==> src/rtl/nco_pkg.sv <==
// Package nco_pkg
// Shared widths and the level mapping used by the carrier oscillator.
// Assumes an index of at least 3 bits and an amplitude of at least 3 bits.
package nco_pkg;

    localparam int unsigned NCO_PHASE_W = 32;
    localparam int unsigned NCO_CORR_W  = 24;
    localparam int unsigned NCO_IDX_W   = 3;
    localparam int unsigned NCO_AMP_W   = 3;

    // Maps a table index to a signed level of +-1 or +-2 (sine shape).
    function automatic logic signed [NCO_AMP_W-1:0] level_of(
        input logic [NCO_IDX_W-1:0] idx
    );
        logic negative;
        logic inner;
        logic signed [NCO_AMP_W-1:0] mag;
        negative = idx[NCO_IDX_W-1];
        inner    = idx[NCO_IDX_W-2] ^ idx[NCO_IDX_W-3];
        mag      = inner ? NCO_AMP_W'(2) : NCO_AMP_W'(1);
        return negative ? -mag : mag;
    endfunction

endpackage

==> src/rtl/nco_freq_word.sv <==
// Module nco_freq_word
// Adds the signed correction, sign-extended, to the bias word (mod 2^PHASE_W)
// and registers the result on every clock. Assumes CORR_W <= PHASE_W.
module nco_freq_word #(
    parameter int unsigned PHASE_W = 32,
    parameter int unsigned CORR_W  = 24
) (
    input  logic               clk,
    input  logic               rst_n,
    input  logic [PHASE_W-1:0] bias_i,
    input  logic [CORR_W-1:0]  corr_i,
    output logic [PHASE_W-1:0] word_o
);
    localparam int unsigned EXT_W = PHASE_W - CORR_W;

    logic [PHASE_W-1:0] corr_ext;
    logic [PHASE_W-1:0] word_d;

    // Sign-extends the correction and forms the modular sum.
    always_comb begin
        corr_ext = {{EXT_W{corr_i[CORR_W-1]}}, corr_i};
        word_d   = bias_i + corr_ext;
    end

    // Registers the frequency word; reset clears it.
    always_ff @(posedge clk) begin
        if (!rst_n) begin
            word_o <= '0;
        end else begin
            word_o <= word_d;
        end
    end
endmodule

==> src/rtl/nco_phase_accum.sv <==
// Module nco_phase_accum
// Phase accumulator: adds the frequency word on enabled clocks and flags the
// carry out of the top bit in the same clock the wrapped phase appears.
// Assumes the frequency word is already registered.
module nco_phase_accum #(
    parameter int unsigned PHASE_W = 32
) (
    input  logic               clk,
    input  logic               rst_n,
    input  logic               en,
    input  logic [PHASE_W-1:0] word_i,
    output logic [PHASE_W-1:0] phase_o,
    output logic               wrap_o
);
    logic [PHASE_W:0] sum;

    // Forms the next phase with its carry bit.
    always_comb begin
        sum = {1'b0, phase_o} + {1'b0, word_i};
    end

    // Updates phase and wrap strobe; holds while disabled.
    always_ff @(posedge clk) begin
        if (!rst_n) begin
            phase_o <= '0;
            wrap_o  <= 1'b0;
        end else if (en) begin
            phase_o <= sum[PHASE_W-1:0];
            wrap_o  <= sum[PHASE_W];
        end else begin
            wrap_o  <= 1'b0;
        end
    end
endmodule

==> src/rtl/nco_trig_map.sv <==
// Module nco_trig_map
// Converts the top phase bits to a signed level. OFFSET rotates the index so
// one module serves both sine (0) and cosine (a quarter cycle).
// Assumes IDX_W is at least 3.
module nco_trig_map #(
    parameter int unsigned IDX_W  = 3,
    parameter int unsigned AMP_W  = 3,
    parameter int unsigned OFFSET = 0
) (
    input  logic [IDX_W-1:0]        idx_i,
    output logic signed [AMP_W-1:0] level_o
);
    import nco_pkg::*;

    localparam logic [IDX_W-1:0] ROT = IDX_W'(OFFSET);

    logic [IDX_W-1:0] idx_rot;

    // Rotates the index and looks up the level.
    always_comb begin
        idx_rot = idx_i + ROT;
        level_o = AMP_W'(level_of(idx_rot));
    end
endmodule

==> src/rtl/carrier_nco.sv <==
// Module carrier_nco
// Biased carrier oscillator: registered bias+correction word, phase
// accumulator with wrap strobe, and sine/cosine level maps.
// Assumes synchronous inputs; reset is synchronous, active low.
module carrier_nco #(
    parameter int unsigned PHASE_W = nco_pkg::NCO_PHASE_W,
    parameter int unsigned CORR_W  = nco_pkg::NCO_CORR_W,
    parameter int unsigned IDX_W   = nco_pkg::NCO_IDX_W,
    parameter int unsigned AMP_W   = nco_pkg::NCO_AMP_W
) (
    input  logic               clk,
    input  logic               rst_n,
    input  logic               en,
    input  logic [PHASE_W-1:0] bias_i,
    input  logic [CORR_W-1:0]  corr_i,
    output logic [PHASE_W-1:0] phase_o,
    output logic               ovf_o,
    output logic [AMP_W-1:0]   sin_o,
    output logic [AMP_W-1:0]   cos_o
);
    localparam int unsigned QUARTER = 1 << (IDX_W - 2);
    localparam int unsigned NUM_MAP = 2;

    logic [PHASE_W-1:0] word_q;
    logic [IDX_W-1:0]   idx;
    logic [AMP_W-1:0]   levels [NUM_MAP];

    nco_freq_word #(
        .PHASE_W (PHASE_W),
        .CORR_W  (CORR_W)
    ) u_word (
        .clk    (clk),
        .rst_n  (rst_n),
        .bias_i (bias_i),
        .corr_i (corr_i),
        .word_o (word_q)
    );

    nco_phase_accum #(
        .PHASE_W (PHASE_W)
    ) u_accum (
        .clk     (clk),
        .rst_n   (rst_n),
        .en      (en),
        .word_i  (word_q),
        .phase_o (phase_o),
        .wrap_o  (ovf_o)
    );

    // Takes the table index from the top phase bits.
    always_comb begin
        idx = phase_o[PHASE_W-1 -: IDX_W];
    end

    // One map per output: entry 0 is sine, entry 1 is cosine.
    for (genvar g = 0; g < NUM_MAP; g++) begin : g_map
        nco_trig_map #(
            .IDX_W  (IDX_W),
            .AMP_W  (AMP_W),
            .OFFSET (g * QUARTER)
        ) u_map (
            .idx_i   (idx),
            .level_o (levels[g])
        );
    end

    // Routes the map results to the ports.
    always_comb begin
        sin_o = levels[0];
        cos_o = levels[1];
    end
endmodule

==> config.mk <==
export PLATFORM = sky130hd
export DESIGN_NAME = carrier_nco
export DESIGN_NICKNAME = d
export VERILOG_FILES = /design/src/rtl/nco_pkg.sv /design/src/rtl/nco_freq_word.sv /design/src/rtl/nco_phase_accum.sv /design/src/rtl/nco_trig_map.sv /design/src/rtl/carrier_nco.sv
export SDC_FILE = /design/constraint.sdc
export NUM_CORES = 1
export LEC_CHECK = 0
export BUFFER_PORTS_ARGS = -buffer_cell sky130_fd_sc_hd__buf_2
export CAP_MARGIN = 30
export CORE_ASPECT_RATIO = 1.75
export CORE_MARGIN = 2
export CORE_UTILIZATION = 40
export CTS_CLUSTER_SIZE = 30
export DETAILED_ROUTE_END_ITERATION = 10
export PLACE_DENSITY = 0.6
export SLEW_MARGIN = 20
export SYNTH_ARGS = -nofsm -noshare
export SYNTH_HDL_FRONTEND = slang
export SYNTH_HIERARCHICAL = 1
export SYNTH_SLANG_ARGS = --single-unit
export TNS_END_PERCENT = 5
==> constraint.sdc <==
create_clock -name clk -period 2.9 [get_ports clk]
set_input_delay 0.29 -clock clk [delete_from_list [all_inputs] [get_ports clk]]
set_output_delay 0.29 -clock clk [all_outputs]
set_load 0.05 [all_outputs]
==> results of run 1 <==
-- what timing repair did --
action,in CTS,in global routing
hold endpoints to repair,0,0
endpoints found under the setup margin,0,2
resized for setup,0,1
-- tightest hold or removal path, stage by stage --
cell	delay [ps]
buf_2	80
ha_1	100
and2_1	110
-- state kept, by name, indices dropped and copies added, names as in the netlist --
| signal | cells |
|---|---|
| u_accum/phase_o | 32 |
| u_accum/wrap_o | 1 |
| u_word/word_o | 32 |
-- cells in the final DEF, fill, tap and decap left out, types with 23 or more instances in the layout --
master,Yosys,routed
dfxtp_1,65,65
nand4_1,23,23
buf_2,3,97
nor2_1,37,37
ha_1,63,63
nand2_1,63,63
xnor2_1,25,25
a21oi_1,72,72
o21ai_0,36,36
a21o_1,25,25
-- power by group --
group / internal, mW / switching (mW)
combinational: 0.624 / 1.21
sequential: 1.03 / 0.109
clock: 0.778 / 0.416
total: 2.43 / 1.74
-- logic make-up (layout without fill, tap and decap cells) --
kind of cell,count (synthesis),count (layout)
mux,17,17
flops,65,65
xor+xnor,45,45
fa+ha+maj,65,65
buf+inv,53,133
compound gates,238,238
simple gates,222,222
-- layout make-up --
type	count	area, µm²
clock buffer	10	239
clock inverter	6	90.1
fill	1450	7590
inverter	13	48.8
multi-input combinational	587	4190
sequential	65	1300
tap	180	225
timing repair buffer	104	538
-- layer usage --
layer / share of wire (%) / track usage, %
met3: 3.9 / 2.41
met1: 39 / 24.2
met4: 5.1 / 11.9
met5: 0 / 0
met2: 52 / 40.6
-- final timing paths --
kind	from	end	slack [ps]
worst min register to register	u_accum/phase_o[10]$_SDFFE_PN0P_	u_accum/phase_o[10]$_SDFFE_PN0P_	490
worst max register to register	u_accum/phase_o[0]$_SDFFE_PN0P_	u_accum/phase_o[24]$_SDFFE_PN0P_	70
worst min-delay path	corr_i[0]	u_word/word_o[0]$_SDFF_PN0_	280
worst max-delay path	u_accum/phase_o[0]$_SDFFE_PN0P_	u_accum/phase_o[24]$_SDFFE_PN0P_	70
==> metrics, run 1 <==
vias in the first global route=between 5,000 and 6,000; mux cell area share after synthesis=just over 3%; CP Buf/Inv Count=0; Cells after DPL=between 900 and 1,000; count leader, synth=a21oi_1; worst-path fanout max=3; die width=about 95 µm; status=complete, no violations; layout cell share with drive strength beyond 1=a little under a fifth; Final Util=46.6%; cells after synthesis=705; synth cell count leaders=a21oi_1, dfxtp_1, ha_1, nand2_1, nor2_1; # Max-Cap Violations=0; port buffer count=slightly below 100; largest cells by area after synthesis=dfxtp_1, ha_1, a21oi_1; row count=58; post-synthesis xor/xnor area fraction=under 10%; CP Data Arrival Time=3050 ps; syn nets=829; Post-Synth Adder-Cell Area=between 10% and 20%; Cell Area, Placed=between 6000 and 7000 µm²; antenna violations before repair=0; Min-Delay Path Class=in -> reg; Overall Global Routing Usage=between 20% and 30%; critical path class=reg -> reg; Starting Density=~41%; CTS tree=yes; first-pass iteration count of the detailed router=4; Pwr Total=approximately 4.2 mW; fmax=354 MHz; total gr overflow=0; RSZ-0062 raised after global routing=no; area fraction in compound gates after synthesis=slightly below 30%; Distinct cells, synth=73; DIE AREA=15,400 µm²; RePlAce Congestion=~0.93; n_diodes=0; num ports=98; wire per inst=between 15 and 20 µm; worst reg2reg path depth=9; fin crit share=slightly below 100%; Nets=904; slowest cell delay on critical path=between 400 and 500 ps; DIE HEIGHT=approximately 160 µm; largest family of logic cells by synthesized area=compound AO/OA/AOI/OAI gates; critical path required time=between 3000 and 4000 ps; clock skew=5.89 ps; Crit path depth=9; YS warnings=6; total CTS buffers=9; hpwl dp=roughly 14,000 µm; CP Launch Type=flip-flop; share of the synthesized area in the top cell type=between 20% and 30%; pwr/cell area=between 600 and 700 nW/µm²; Mapped Area=roughly 5800 µm²; # DRC=0; clk sinks=65; crit end category=flip-flop; Yosys top cell by area=dfxtp_1; Slew Viols, Final=0; Fin Setup TNS=0 ps; Final Hold Vio Count=0; worst hold slack=about 280 ps; Post-synth EDFFs=0; register bit total from synthesis=65; Synth Area in Simple Gates=about a fifth; Final Worst Setup Slack=approximately 72 ps; CP cell instances=ha_1, fa_1, a21o_1, a221o_1, a221o_2, a22oi_1, o211ai_1, xor2_1, a22o_1; Setup Slack @ Placement=about 110 ps; Post-CTS Hold Fix Bufs=0; Via density=approximately 5.9; H-tree levels=3; asr flop ratio synth=0%; Avg Inst Size Synth=about 8.2 µm²; sequential element share of the synthesized area=22.6%; CTS root buffer=clkbuf_16; Vias=~5,700; Finished Layout Cells=between 900 and 1,000; Area Growth Syn to Fin=15.0%; worst slew pin tran=between 700 and 800 ps; Setup violations, final=0; worst skew pair latency=330 ps; final wirelength=16,800 µm; final worst path period need=~2800 ps; Clk pin slew, worst setup/hold paths=around 60 ps; first-pass GRT wire length=between 20,000 and 30,000 µm; VDD IR max=about 0.26 mV; Final Cell Area=approximately 6600 µm²; Worst path top cell family by delay=compound AO/OA/AOI/OAI gates; largest net degree at the start of global routing=28; starting DRC count in detailed routing=250; floorplan core area=between 10,000 and 15,000 µm²; Crit-path slowest cell=fa_1; number of post-CTS setup repair buffers=0; largest buffer count on any clock path=2; Routed Antenna Nets=0; Max-slew headroom=a little over half; ys flop type=dfxtp_1; hold depth=3; Leak=3.00 nW
Note: power is estimated with default switching activity, not from simulation.
==> run 2, diff against run 1 <==
--- a/config.mk
+++ b/config.mk
@@ -12,8 +12,8 @@
 export CORE_UTILIZATION = 40
 export CTS_CLUSTER_SIZE = 30
 export DETAILED_ROUTE_END_ITERATION = 10
+export MAX_ROUTING_LAYER = met4
 export PLACE_DENSITY = 0.6
-export SLEW_MARGIN = 20
 export SYNTH_ARGS = -nofsm -noshare
 export SYNTH_HDL_FRONTEND = slang
 export SYNTH_HIERARCHICAL = 1
==> run 2 against run 1 <==
Power down 0.44%. Via count down 0.67%. Flip-flop and latch count unchanged. Final area barely moved. Critical path depth stayed put. Combinational power about the same. Core utilization barely moved. Global-route usage is 0.58 points higher. Sequential share of layout area about the same. Hold slack better by 22 ps. Worst setup slack improved by 32 ps. Largest cell class unchanged. Highest routed layer unchanged.
==> metrics, run 2 (synthesized netlist as in run 1, its figures left out) <==
CP Launch Type=flip-flop; met2 wire len=8950 µm; floorplan core area=14,200 µm²; Min-Delay Path Class=in -> reg; CTS root buffer=clkbuf_16; critical path required time=3120 ps; first-pass iteration count of the detailed router=5; worst setup path start=u_accum/phase_o[0]$_SDFFE_PN0P_; starting DRC count in detailed routing=between 300 and 400; vias in the first global route=5,544; final wirelength=around 17,000 µm; num ports=98; FF-to-FF End=u_accum/phase_o[24]$_SDFFE_PN0P_; CP Data Arrival Time=just over 3000 ps; Resize count post-CTS=0; Nets=roughly 910; RSZ-0062 raised after global routing=no; Vias=5,662; uppermost routed layer=met4; Via density=between 5 and 6; FILL cells=approximately 1,500; status=complete, no violations; worst slew pin tran=between 600 and 700 ps; Pwr Total=between 4 and 5 mW; Starting Density=~41%; # DRC=0; largest net degree at the start of global routing=26; Leak=roughly 3.0 nW; Post-CTS Hold Fix Bufs=0; CP cell instances=ha_1, fa_1, a21o_1, a221o_1, a221o_2, a22oi_1, o211ai_1, xor2_1, a22o_1; Crit path depth=9; final worst path period need=~2800 ps; fmax=approximately 360 MHz; WHS Endpoint=u_word/word_o[0]$_SDFF_PN0_; antenna violations before repair=0; total CTS buffers=9; wire per inst=17.5 µm; H-tree levels=3; # Max-Cap Violations=0; Fin Setup TNS=0 ps; Area Growth Syn to Fin=14.9%; clock skew=7.75 ps; critical path class=reg -> reg; hpwl dp=roughly 14,000 µm; worst-path fanout max=3; hold path start=corr_i[0]; Max-slew headroom=about 54%; worst skew pair latency=330 ps; hold depth=3; first-pass GRT wire length=between 20,000 and 30,000 µm; Cells after DPL=950; Finished Layout Cells=approximately 970; n_diodes=0; pwr/cell area=around 630 nW/µm²; WL met3=645 µm; worst reg2reg path depth=9; DIE HEIGHT=between 150 and 200 µm; commonest non-fill, non-tap cell in the layout=buf_2; row count=58; Routed Antenna Nets=0; Slew Viols, Final=0; Metal-1 WL=around 6500 µm; port buffer count=97; most frequent cells in the layout=buf_2, a21oi_1, dfxtp_1, nand2_1, ha_1; Worst R2R Setup Slack=about 100 ps; layout cell share with drive strength beyond 1=18.4%; Worst path top cell family by delay=compound AO/OA/AOI/OAI gates; slowest cell delay on critical path=between 400 and 500 ps; die width=94.8 µm; crit end category=flip-flop; DIE AREA=~15,000 µm²; CTS tree=yes; total gr overflow=0; top flop regs=u_accum/phase_o x32, u_word/word_o x32, u_accum/wrap_o x1; Clk pin slew, worst setup/hold paths=60 ps; largest buffer count on any clock path=2; Final Hold Vio Count=0; reg2reg start=u_accum/phase_o[0]$_SDFFE_PN0P_; RePlAce Congestion=between 0.9 and 1; clk sinks=between 60 and 70; Setup violations, final=0; Crit-path slowest cell=fa_1; Overall Global Routing Usage=22.7%; VDD IR max=between 0.2 and 0.25 mV; CP Buf/Inv Count=0; fin crit share=between 90 and 100%; number of post-CTS setup repair buffers=0
[run 2: cell count changes in the layout (fill, tap and decap cells not counted), sizes merged]
| cell | change |
|---|---|
| buf | +1 |
| clkbuf | +1 |
| clkinvlp | -1 |
| inv | -1 |
| clkinv | +1 |
[run 2: layer usage]
layer | vias up | global-route usage, %
met1 | 2620 | 23.9
met4 | 0 | 12.5
met2 | 186 | 40.5
met5 | - | -
met3 | 58 | 2.36
li1 | 2798 | -
[run 2: final cells by class]
cell class | instances | area (µm²) | share of cell area, %
clock buffers | 11 | 243 | 3.66
repair buffers | 105 | 546 | 8.23
clock inverters | 5 | 78.8 | 1.19
multi-input cells | 587 | 4180 | 63.1
flip-flops and latches | 65 | 1300 | 19.6
well taps | 180 | 225 | 3.40
inverters | 13 | 48.8 | 0.737
[run 2: stage by stage]
stage | instance area, µm² | util, % | hold slack, ps | setup slack [ps]
finish | 6630 | 46.6 | 297 | 104
global route | 6630 | 46.6 | 314 | 38.7
CTS | 6630 | 46.6 | 288 | 118
detailed placement | 6300 | 44.3 | 478 | 132
global placement | 6300 | 44.3 | 469 | 173
floorplan | 5770 | - | 499 | 106
[run 2: worst max-delay path by stage]
stage	end	slack (ps)
after floorplan	u_accum/phase_o[24]$_SDFFE_PN0P_	110
after global placement	u_accum/phase_o[24]$_SDFFE_PN0P_	170
after detailed placement	u_accum/phase_o[24]$_SDFFE_PN0P_	130
after CTS	u_accum/phase_o[24]$_SDFFE_PN0P_	120
after global routing	u_accum/phase_o[24]$_SDFFE_PN0P_	40
final	u_accum/phase_o[24]$_SDFFE_PN0P_	100
[run 2: power breakdown]
group	internal, mW	switching (mW)
Combinational	0.627	1.22
Clock	0.774	0.393
Sequential	1.03	0.112
Total	2.43	1.72
[run 2: worst register-to-register path, stage by stage, from the launching register on]
cell and delay [ps]:
dfxtp_1 320, ha_1 230, fa_1 410, a21o_1 240, a221o_1 350, a221o_2 380
a22oi_1 270, o211ai_1 170, xor2_1 160, a22o_1 180
==> run 3, diff against run 2 <==
==> constraint.sdc (replaced) <==
create_clock -name clk -period 2.9 [get_ports clk]
set_input_delay 0.58 -clock clk [delete_from_list [all_inputs] [get_ports clk]]
set_output_delay 0.58 -clock clk [all_outputs]
set_load 0.05 [all_outputs]
==> run 3 against run 2 <==
Flip-flop and latch count is the same. Critical endpoint unchanged. Combinational power hardly changed. Clock skew about the same. Critical path type unchanged. Worst setup slack got worse by 8.1 ps. Non-clock buffer count is 11 higher.
==> metrics, run 3 (synthesized netlist as in run 1, its figures left out) <==
first-pass iteration count of the detailed router=4; # Max-Cap Violations=0; final worst path period need=2800 ps; clock skew=between 7 and 8 ps; VDD IR max=between 0.2 and 0.3 mV; row count=a little under 60; critical path class=reg -> reg; total CTS buffers=9; clk sinks=65; DIE HEIGHT=approximately 160 µm; port buffer count=97; Clk pin slew, worst setup/hold paths=approximately 60 ps; Via density=approximately 6; worst skew pair latency=330 ps; CP Data Arrival Time=between 3000 and 4000 ps; # DRC=0; Slew Viols, Final=0; Final Util=a little under half; commonest non-fill, non-tap cell in the layout=buf_2; RePlAce Congestion=around 0.92; CP Launch Type=flip-flop; Leak=around 3.0 nW; num ports=98; Final Worst Setup Slack=96.1 ps; Max-slew headroom=a little under three fifths; Starting Density=a little over 40%; n_diodes=0; crit end category=flip-flop; Area Growth Syn to Fin=16.5%; Overall Global Routing Usage=23.4%; Setup Slack @ Placement=approximately 84 ps; first-pass GRT wire length=~28,000 µm; status=complete, no violations; Setup violations, final=0; CTS tree=yes; pwr/cell area=617 nW/µm²; Pwr Total=4.14 mW; total gr overflow=0; Min-Delay Path Class=reg -> reg; largest net degree at the start of global routing=27; H-tree levels=3; Routed Antenna Nets=0; wire per inst=about 18 µm; vias in the first global route=about 5,700; layout cell share with drive strength beyond 1=between 10% and 20%; antenna violations before repair=0; largest buffer count on any clock path=2; critical path required time=roughly 3100 ps; fmax=~360 MHz; RSZ-0062 raised after global routing=no; Fin Setup TNS=0 ps; floorplan core area=about 14,000 µm²; final wirelength=17,400 µm; DIE AREA=between 15,000 and 20,000 µm²; starting DRC count in detailed routing=roughly 280; fin crit share=96.7%; Vias=approximately 5,700; worst slew pin tran=about 670 ps; die width=about 95 µm; most frequent cells in the layout=buf_2, a21oi_1, dfxtp_1, nand2_1, ha_1; Final Hold Vio Count=0; top flop regs=u_accum/phase_o x32, u_word/word_o x32, u_accum/wrap_o x1; CTS root buffer=clkbuf_16; worst hold slack=482 ps; Nets=around 900; worst-path fanout max=4; hpwl dp=14,200 µm
## run 3: power breakdown
group	leakage, nW	internal (mW)	total [mW]	switching (mW)
Combinational	2.36	0.646	1.87	1.22
Clock	0.151	0.734	1.13	0.396
Sequential	0.538	1.03	1.15	0.117
Total	3.05	2.41	4.14	1.73
## run 3: routing by layer
metal  up-vias  part of all wire (%)  track usage (%)
met3        36                   3.2             2.55
met1      2725                    38             23.5
li1       2829                     -                -
met4         0                   3.5             10.9
met2       141                    55             44.0
met5         -                     0                -
## run 3: cell type report
type | instances | area, µm²
clock buffer | 12 | 267
clock inverter | 4 | 50.0
tap | 180 | 225
inverter | 13 | 48.8
timing repair buffer | 116 | 628
fill | 1457 | 7510
sequential | 65 | 1300
multi-input combinational | 587 | 4200
## run 3: worst max-delay path, stage by stage, from the launching register on
cell      delay [ps]
dfxtp_1          330
ha_1             220
fa_1             430
a21o_1           240
a221o_1          330
a221o_2          430
a22oi_1          220
o211ai_1         160
xor2_1           160
a22o_1           180
## run 3: through the flow
step                      area (µm²)  cells
after detailed placement        6380    960
after floorplan                 5770    705
after global routing            6720    977
after global placement          6380    960
after CTS                       6700    976
final                           6720    977
## run 3: worst paths after layout
kind              slack [ps]                               end  cells past startpoint                             start
setup / recovery         100  u_accum/phase_o[24]$_SDFFE_PN0P_                      9   u_accum/phase_o[0]$_SDFFE_PN0P_
setup reg to reg         100  u_accum/phase_o[24]$_SDFFE_PN0P_                      9   u_accum/phase_o[0]$_SDFFE_PN0P_
hold reg to reg          480  u_accum/phase_o[17]$_SDFFE_PN0P_                      2  u_accum/phase_o[17]$_SDFFE_PN0P_
hold / removal           480  u_accum/phase_o[17]$_SDFFE_PN0P_                      2  u_accum/phase_o[17]$_SDFFE_PN0P_
## run 3: repair_timing
item	CTS	global route
resized for setup	0	3
buffers inserted	0	1
setup endpoints to repair	0	1
hold buffers	0	0
